`src/rtl/gup_pkg.sv`:
```
package gup_pkg;

  // Packing mode captured with each video word.
  typedef enum logic [1:0] {
    GUP_MONO = 2'd0,
    GUP_G2   = 2'd1,
    GUP_G4   = 2'd2
  } gup_mode_e;

  function automatic gup_mode_e gup_decode(input logic en, input logic deep);
    if (!en)      return GUP_MONO;
    else if (deep) return GUP_G4;
    else          return GUP_G2;
  endfunction

endpackage

```
`src/rtl/gup_palette.sv`:
```
module gup_palette #(
  parameter int DATA_W = 32,
  parameter int LVL_W  = 4,
  parameter int SEL_W  = 1
) (
  input  logic              clk,
  input  logic              rst_n,
  input  logic              wr_en,
  input  logic [SEL_W-1:0]  wr_sel,
  input  logic [DATA_W-1:0] wr_data,
  input  logic [SEL_W-1:0]  rd_sel,
  output logic [DATA_W-1:0] rd_data,
  input  logic [LVL_W-1:0]  lut_idx,
  output logic [LVL_W-1:0]  lut_lvl
);

  localparam int ENTRIES  = 1 << LVL_W;
  localparam int PER_WORD = DATA_W / LVL_W;
  localparam int N_WORDS  = ENTRIES / PER_WORD;

  wire [ENTRIES-1:0][LVL_W-1:0] entries;

  for (genvar g = 0; g < N_WORDS; g++) begin : g_word
    logic [DATA_W-1:0] word_q;
    logic [DATA_W-1:0] word_d;
    logic              word_we;

    always_comb begin
      word_we = wr_en && (wr_sel == SEL_W'(g));
      word_d  = wr_data;
    end

    always_ff @(posedge clk or negedge rst_n) begin
      if (!rst_n)       word_q <= '0;
      else if (word_we) word_q <= word_d;
    end

    assign entries[g*PER_WORD +: PER_WORD] = word_q;
  end

  always_comb begin
    rd_data = '0;
    for (int i = 0; i < N_WORDS; i++) begin
      if (rd_sel == SEL_W'(i)) rd_data = entries[i*PER_WORD +: PER_WORD];
    end
  end

  assign lut_lvl = entries[lut_idx];

endmodule

```
`src/rtl/gup_shifter.sv`:
```
module gup_shifter
  import gup_pkg::*;
#(
  parameter int DATA_W = 32,
  parameter int LVL_W  = 4
) (
  input  logic              clk,
  input  logic              rst_n,
  input  logic [DATA_W-1:0] in_data,
  input  logic              in_valid,
  output logic              in_ready,
  input  gup_mode_e         mode_in,
  input  logic              pix_req,
  output logic              emit,
  output logic [LVL_W-1:0]  raw_pix,
  output gup_mode_e         mode_q
);

  localparam int CNT_W = $clog2(DATA_W + 1);
  localparam logic [CNT_W-1:0] N_MONO = CNT_W'(DATA_W);
  localparam logic [CNT_W-1:0] N_G2   = CNT_W'(DATA_W / 2);
  localparam logic [CNT_W-1:0] N_G4   = CNT_W'(DATA_W / LVL_W);

  logic [DATA_W-1:0] word_q, word_d;
  logic [CNT_W-1:0]  left_q, left_d;
  gup_mode_e         mode_d;
  logic              pending, accept, load_en;

  assign pending  = (left_q != '0);
  assign in_ready = !pending;
  assign accept   = in_valid && !pending;
  assign emit     = pix_req && pending;
  assign load_en  = accept || emit;
  assign raw_pix  = word_q[LVL_W-1:0];

  always_comb begin
    word_d = word_q;
    left_d = left_q;
    mode_d = mode_q;
    if (accept) begin
      word_d = in_data;
      mode_d = mode_in;
      case (mode_in)
        GUP_MONO: left_d = N_MONO;
        GUP_G2:   left_d = N_G2;
        default:  left_d = N_G4;
      endcase
    end else if (emit) begin
      left_d = left_q - 1'b1;
      case (mode_q)
        GUP_MONO: word_d = word_q >> 1;
        GUP_G2:   word_d = word_q >> 2;
        default:  word_d = word_q >> LVL_W;
      endcase
    end
  end

  always_ff @(posedge clk or negedge rst_n) begin
    if (!rst_n) begin
      word_q <= '0;
      left_q <= '0;
      mode_q <= GUP_MONO;
    end else if (load_en) begin
      word_q <= word_d;
      left_q <= left_d;
      mode_q <= mode_d;
    end
  end

endmodule

```
`src/rtl/gup_mapper.sv`:
```
module gup_mapper
  import gup_pkg::*;
#(
  parameter int LVL_W = 4
) (
  input  gup_mode_e        mode,
  input  logic [LVL_W-1:0] raw_pix,
  output logic [LVL_W-1:0] lut_idx,
  input  logic [LVL_W-1:0] lut_lvl,
  output logic [LVL_W-1:0] level
);

  always_comb begin
    case (mode)
      GUP_MONO: begin
        lut_idx = '0;
        level   = {LVL_W{raw_pix[0]}};
      end
      GUP_G2: begin
        lut_idx = LVL_W'(raw_pix[1:0]);
        level   = lut_lvl;
      end
      default: begin
        lut_idx = raw_pix;
        level   = lut_lvl;
      end
    endcase
  end

endmodule

```
`src/rtl/gray_unpacker.sv`:
```
module gray_unpacker
  import gup_pkg::*;
#(
  parameter int DATA_W = 32,
  parameter int LVL_W  = 4,
  localparam int PSEL_W = ((1 << LVL_W) * LVL_W / DATA_W) > 1 ?
                          $clog2((1 << LVL_W) * LVL_W / DATA_W) : 1
) (
  input  logic              clk,
  input  logic              rst_n,
  input  logic [DATA_W-1:0] in_data,
  input  logic              in_valid,
  output logic              in_ready,
  input  logic              gray_en,
  input  logic              gray_4bpp,
  input  logic              pal_wr_en,
  input  logic [PSEL_W-1:0] pal_wr_sel,
  input  logic [DATA_W-1:0] pal_wr_data,
  input  logic [PSEL_W-1:0] pal_rd_sel,
  output logic [DATA_W-1:0] pal_rd_data,
  input  logic              pix_req,
  output logic [LVL_W-1:0]  pix_out,
  output logic              pix_valid
);

  gup_mode_e        mode_in;
  gup_mode_e        act_mode;
  logic             emit;
  logic [LVL_W-1:0] raw_pix, lut_idx, lut_lvl, level;
  logic [LVL_W-1:0] pix_out_d;
  logic             pix_valid_d;

  assign mode_in = gup_decode(gray_en, gray_4bpp);

  gup_shifter #(.DATA_W(DATA_W), .LVL_W(LVL_W)) u_shift (
    .clk      (clk),
    .rst_n    (rst_n),
    .in_data  (in_data),
    .in_valid (in_valid),
    .in_ready (in_ready),
    .mode_in  (mode_in),
    .pix_req  (pix_req),
    .emit     (emit),
    .raw_pix  (raw_pix),
    .mode_q   (act_mode)
  );

  gup_mapper #(.LVL_W(LVL_W)) u_map (
    .mode    (act_mode),
    .raw_pix (raw_pix),
    .lut_idx (lut_idx),
    .lut_lvl (lut_lvl),
    .level   (level)
  );

  gup_palette #(.DATA_W(DATA_W), .LVL_W(LVL_W), .SEL_W(PSEL_W)) u_pal (
    .clk     (clk),
    .rst_n   (rst_n),
    .wr_en   (pal_wr_en),
    .wr_sel  (pal_wr_sel),
    .wr_data (pal_wr_data),
    .rd_sel  (pal_rd_sel),
    .rd_data (pal_rd_data),
    .lut_idx (lut_idx),
    .lut_lvl (lut_lvl)
  );

  always_comb begin
    pix_valid_d = emit;
    pix_out_d   = level;
  end

  always_ff @(posedge clk or negedge rst_n) begin
    if (!rst_n) begin
      pix_valid <= 1'b0;
      pix_out   <= '0;
    end else begin
      pix_valid <= pix_valid_d;
      if (emit) pix_out <= pix_out_d;
    end
  end

endmodule

```
`config.mk`:
```
export PLATFORM = sky130hd
export DESIGN_NAME = gray_unpacker
export DESIGN_NICKNAME = d
export VERILOG_FILES = /design/src/rtl/gup_pkg.sv /design/src/rtl/gup_palette.sv /design/src/rtl/gup_shifter.sv /design/src/rtl/gup_mapper.sv /design/src/rtl/gray_unpacker.sv
export SDC_FILE = /design/constraint.sdc
export NUM_CORES = 1
export LEC_CHECK = 0
export ABC_AREA = 1
export BUFFER_PORTS_ARGS = -buffer_cell sky130_fd_sc_hd__buf_2
export CORE_ASPECT_RATIO = 1.5
export CORE_MARGIN = 1.5
export CORE_UTILIZATION = 55
export DETAILED_ROUTE_END_ITERATION = 10
export MAX_ROUTING_LAYER = met4
export PLACE_DENSITY_LB_ADDON = 0.08
export SETUP_SLACK_MARGIN = 0.2
export SYNTH_ARGS = -nofsm -noshare
export SYNTH_HDL_FRONTEND = slang
export SYNTH_SLANG_ARGS = --single-unit
```
`constraint.sdc`:
```
create_clock -name clk -period 2.5 [get_ports clk]
set_clock_uncertainty 0.15 [all_clocks]
set_input_delay 0.5 -clock clk [delete_from_list [all_inputs] [get_ports clk]]
set_output_delay 0.5 -clock clk [all_outputs]
set_load 0.01 [all_outputs]
```
; ---- After elaboration in Yosys (flattened, before gate mapping)
; Cells that the tools add are included.
[totals]
register_bits = 109
in_bits = 73
wordCells = 37
[op_classes]
n_addsub = 1
n_lt_le_gt_ge = 1
eq_ne = 2
n_mux = 13
bitwise = 1
n_reduce_logical = 12
[ops]
columns = operator, count
row1 = $mux 32, 3
row2 = $pmux 31 s2, 1
row3 = $bmux 4 s4, 1
row4 = $mux 6, 2
row5 = $pmux 6 s2, 1
row6 = $mux 4, 2
row7 = $pmux 4 s2, 1
row8 = $reduce_bool 6->1, 1
row9 = $sub 6x1->6 const B, 1
row10 = $lt 4x5->1 const B, 1
row11 = $eq 2x1->1 const B, 2
row12 = $logic_and 1x1->1, 4
row13 = $logic_not 2->1, 2
row14 = $mux 2, 2
row15 = $reduce_and 2->1, 2
row16 = $reduce_bool 2->1, 1
row17 = $logic_not 1->1, 1
row18 = $logic_or 1x1->1, 1
row19 = $not 1->1, 1

; ---- Longest topological paths before layout
[logic_depth]
word_depth = 5
depth_mapped = 11
ltp_nobuf = 10

; ---- Modules after synthesis
; Synthesis repeated with hierarchy kept, for this count alone.
[hier_totals]
cells_unflattened = 967
hier_area_um2 = 6525.0
[by_module_without_submodules]
columns = module, instances, cells_each, area_each_um2
row1 = gup_palette, 1, 509, 3542.1
row2 = gup_shifter, 1, 418, 2716.4
row3 = gray_unpacker, 1, 22, 188.9
row4 = gup_mapper, 1, 18, 77.6

; ---- Worst setup path before layout
; No wires, ideal clock.
[synth_timing]
kind = input to output
start = input pal_rd_sel
end = output pal_rd_data[29]
arrival_time_ns = 1.339
slack_ns = 0.511
cell_stages = 3
n_path_buf = 2
path_cell_list = clkbuf_1 -> clkbuf_1 -> mux2_2
[synth_between]
elab_chain_cells = 1
[synth_rtl]
columns = item, line_no
row1 = from (decl), gray_unpacker.sv:19  ; input logic [PSEL_W-1:0] pal_rd_sel,
row2 = $mux 32, gup_palette.sv:44  ; if (rd_sel == SEL_W'(i)) rd_data = entries[i*PER_WORD +: PER_WORD];
row3 = to (decl), gray_unpacker.sv:20  ; output logic [DATA_W-1:0] pal_rd_data,
; No other way between the ends.

; ---- Worst setup path in the final report
[layout_timing]
start = input pal_rd_sel
end = output pal_rd_data[11]
; Same word-level chain as after synthesis.

==> results.sh <==
export IMPL_holdBufCountCts=0
export IMPL_ir_drop_mv=0.4968
export IMPL_post_synth_adder_cell_area_pct=0.4065
export IMPL_finalWeightedCongestion=0.9285
export IMPL_fillCellCount=1038
export IMPL_postSynthRegisterBits=109
export IMPL_fmax_ghz=0.4725
export IMPL_detail_route_antenna_nets=0
export IMPL_post_synth_and_or_nand_nor_area_fraction_pct=22.42
export IMPL_worst_endpoint_required_ps=1850
export IMPL_number_of_antenna_diodes=0
export IMPL_timing_setup_critical_path_class="in -> out"
export IMPL_wire_length_of_the_first_global_routing_pass_um=26610
export IMPL_use_met3_pct=4.055
export IMPL_drive_above_1_share_pct=19.24
export IMPL_post_cts_setup_buffer_count=0
export IMPL_synth_edff_count=0
export IMPL_layoutNonFillerInstCount=1067
export IMPL_cts_htree_levels=3
export IMPL_combinational_family_with_the_most_area_after_synthesis="simple AND/OR/NAND/NOR gates"
export IMPL_finalSetupViolCount=0
export IMPL_route_detailed_wl_per_inst_um=15.31
export IMPL_buf_inv_on_cp=3
export IMPL_start_kind="input pin"
export IMPL_finish_net_count=991
export IMPL_yosys_area_share_xor_xnor_pct=0.2846
export IMPL_async_reset_ff_share_pct=100.0
export IMPL_multi_input_area_um2=2744
export IMPL_synth_nets=902
export IMPL_worst_r2r_cell_count=9
export IMPL_run_status="finished clean"
export IMPL_max_clock_path_buffers=2
export IMPL_vias_per_cell=5.425
export IMPL_fp_dieArea_um2=11850
export IMPL_mappedNetlistArea_um2=6156
export IMPL_grt_total_usage_pct=29.78
export IMPL_timing_final_crit_share_pct=84.65
export IMPL_detailedPlacementHpwl_um=11450
export IMPL_routed_via_count=5789
export IMPL_yosys_most_used_dff="sky130_fd_sc_hd__dfrtp_1"
export IMPL_setup_slack_ps=383.7
export IMPL_path_cells="clkbuf_4 > buf_4 > nand2_1 > o21ai_0 > buf_2"
export IMPL_setup_tns_after_final_layout_ps=0
export IMPL_drt_pass1_iter_count=5
export IMPL_grt_use_met1_pct=32.66
export IMPL_cts_num_sinks=109
export IMPL_netlist_instances=827
export IMPL_grt_use_met2_pct=52.42
export IMPL_globalRoute_totalOverflow=0
export IMPL_grt_start_max_net_pins=110
export IMPL_p_leak_nw=3.636
export IMPL_layout_area_overhead_pct=15.00
export IMPL_rows=47
export IMPL_remaining_drc_errors=0
export IMPL_slew_violations=0
export IMPL_io_buffers=110
export IMPL_worst_path_stages=5
export IMPL_average_instance_area_after_synthesis_um2=7.444
export IMPL_floorplan_die_width_um=89.38
export IMPL_cts_root_buf="sky130_fd_sc_hd__clkbuf_16"
export IMPL_crit_slowest_cell="sky130_fd_sc_hd__clkbuf_4"
export IMPL_drtIter0Drc=339
export IMPL_rr_startpoint="u_shift.left_q[0]$_DFFE_PN0P_"
export IMPL_clock_latency_ps=350
export IMPL_post_synth_mux_area_share_pct=0.5488
export IMPL_core_um2=11000
export IMPL_seq_area_um2=2728
export IMPL_max_cap_viol_count=0
export IMPL_relSlewSlack_pct=56.91
export IMPL_cts_tree="yes"
export IMPL_postRouteWirelength_um=16330
export IMPL_worstPathMaxFanout=35
export IMPL_worst_r2r_setup_slack_ps=440
export IMPL_critical_path_max_stage_delay_ps=350
export IMPL_die_h_um=132.6
export IMPL_top_level_ports=111
export IMPL_r2r_end="u_shift.word_q[5]$_DFFE_PN0P_"
export IMPL_grt_busiest_layer="met2"
export IMPL_place_detailed_instances=1052
export IMPL_placement_setup_worst_slack_ps=228.0
export IMPL_grt_pass1_vias=5729
export IMPL_worst_margin_slew_ps=646.3
export IMPL_grt_setup_unrepaired="no"
export IMPL_critPathCaptureType="primary output"
export IMPL_synth_area_in_compound_gates_pct=20.77
export IMPL_antenna_found_initial=0
export IMPL_power_density_nw_per_um2=877.9
export IMPL_cp_arrival_ps=1470
export IMPL_synthesis_yosys_warnings=0
export IMPL_clk_pin_slew_ps=60
export IMPL_hold_crit_class="in -> async"
export IMPL_finalWorstPathRequiredPeriod_ps=2116
export IMPL_yosysUniqueCellTypes=36
export IMPL_timing_hold_violations_final=0
export IMPL_crit_family="buffers and inverters"
export IMPL_initial_utilization_pct=55.98
export IMPL_cts_buffers=9
export IMPL_synth_sequential_area_ratio_pct=44.31
==> state kept, by name, indices dropped and copies added (netlist names) <==
| name | count |
|---|---|
| u_shift.word_q | 32 |
| u_shift.mode_q | 2 |
| pix_valid | 1 |
| pix_out | 4 |
| u_pal.g_word.word_q | 64 |
| u_shift.left_q | 6 |
==> worst max-delay path by stage <==
stage / startpoint / to / slack (ps)
after global routing: pal_rd_sel / pal_rd_data[13] / 300
final: pal_rd_sel / pal_rd_data[11] / 380
after global placement: pal_rd_sel / pal_rd_data[20] / 280
after detailed placement: pal_rd_sel / pal_rd_data[11] / 230
after floorplan: pal_rd_sel / pal_rd_data[29] / 510
after CTS: pal_rd_sel / pal_rd_data[11] / 230
==> Yosys cell counts, types with 6 or more instances <==
cell type | n | area (um^2)
sky130_fd_sc_hd__nand2_1 | 220 | 825.8
sky130_fd_sc_hd__o21ai_0 | 130 | 650.6
sky130_fd_sc_hd__inv_1 | 116 | 435.4
sky130_fd_sc_hd__dfrtp_1 | 109 | 2728
sky130_fd_sc_hd__nand3_1 | 69 | 345.3
sky130_fd_sc_hd__nor2_1 | 32 | 120.1
sky130_fd_sc_hd__clkbuf_1 | 29 | 108.9
sky130_fd_sc_hd__a211oi_1 | 13 | 97.59
sky130_fd_sc_hd__o211ai_1 | 13 | 97.59
sky130_fd_sc_hd__o21ai_2 | 13 | 113.9
sky130_fd_sc_hd__buf_2 | 12 | 60.06
sky130_fd_sc_hd__a21oi_1 | 9 | 45.04
sky130_fd_sc_hd__o2111ai_1 | 7 | 61.31
sky130_fd_sc_hd__o22ai_1 | 7 | 43.79
sky130_fd_sc_hd__o22ai_2 | 7 | 87.58
sky130_fd_sc_hd__o21ai_1 | 6 | 30.03
==> power breakdown <==
group	internal, mW	switching, mW	total [mW]
registers	2.16	0.332	2.50
logic	0.854	1.57	2.42
clock network	0.670	0.630	1.30
total	3.69	2.53	6.21
==> placed cells by master (no fill, tap or decap), types with 2 or more instances in the layout <==
master	count
sky130_fd_sc_hd__o22ai_2	7
sky130_fd_sc_hd__nand3_1	69
sky130_fd_sc_hd__ha_1	2
sky130_fd_sc_hd__mux2_2	3
sky130_fd_sc_hd__o211ai_1	13
sky130_fd_sc_hd__o21ai_0	130
sky130_fd_sc_hd__dfrtp_1	109
sky130_fd_sc_hd__a211oi_1	13
sky130_fd_sc_hd__nand2_2	4
sky130_fd_sc_hd__o22ai_1	7
sky130_fd_sc_hd__o21ai_2	14
sky130_fd_sc_hd__clkinv_2	2
sky130_fd_sc_hd__buf_12	2
sky130_fd_sc_hd__nand2_1	218
sky130_fd_sc_hd__buf_4	16
sky130_fd_sc_hd__o221ai_1	4
sky130_fd_sc_hd__clkbuf_16	9
sky130_fd_sc_hd__nor2_1	32
sky130_fd_sc_hd__o21ai_1	5
sky130_fd_sc_hd__buf_2	108
sky130_fd_sc_hd__o2111ai_1	7
sky130_fd_sc_hd__inv_1	116
sky130_fd_sc_hd__nor2_2	2
sky130_fd_sc_hd__clkbuf_1	2
sky130_fd_sc_hd__inv_2	2
sky130_fd_sc_hd__clkinv_1	2
sky130_fd_sc_hd__a21oi_1	9
==> metal layers <==
metal / wire [um] / vias to the layer above
li1: - / 2864
met1: 6503 / 2748
met2: 8849 / 147
met3: 524 / 30
met4: 454 / 0
met5: 0 / -
==> per-stage QoR <==
step / utilization (%) / power, mW / hold WS (ps) / instance area, um^2
6_report: 64.38 / 6.215 / 25.83 / 7079
5_1_grt: 64.38 / 6.652 / 127.0 / 7079
4_1_cts: 64.35 / 6.220 / 109.1 / 7077
3_5_place_dp: 62.00 / 4.922 / 323.6 / 6818
3_3_place_gp: 62.00 / 4.861 / 315.5 / 6818
2_1_floorplan: - / 4.150 / 54.41 / 6156
==> logic make-up after synthesis <==
group | count (synthesis)
multiplexers | 3
AO/OA/AOI/OAI | 211
flip-flops | 109
buffers and inverters | 170
AND/OR/NAND/NOR | 330
XOR/XNOR | 2
adder cells (fa/ha/maj) | 2
==> cell type report <==
type | count | share of cell area [%]
inverter | 121 | 6.451
clock buffer | 11 | 3.287
tap | 147 | 2.598
clock inverter | 4 | 0.3712
multi-input combinational | 548 | 38.76
sequential | 109 | 38.53
timing repair buffer | 127 | 10.00
==> repair_timing <==
| action | in CTS | in global routing |
|---|---|---|
| setup endpoints to repair | 0 | 11 |
| endpoints found under the hold margin | 0 | 0 |
| resized for setup | 0 | 1 |
No activity file was read; power rests on OpenSTA's default activity.
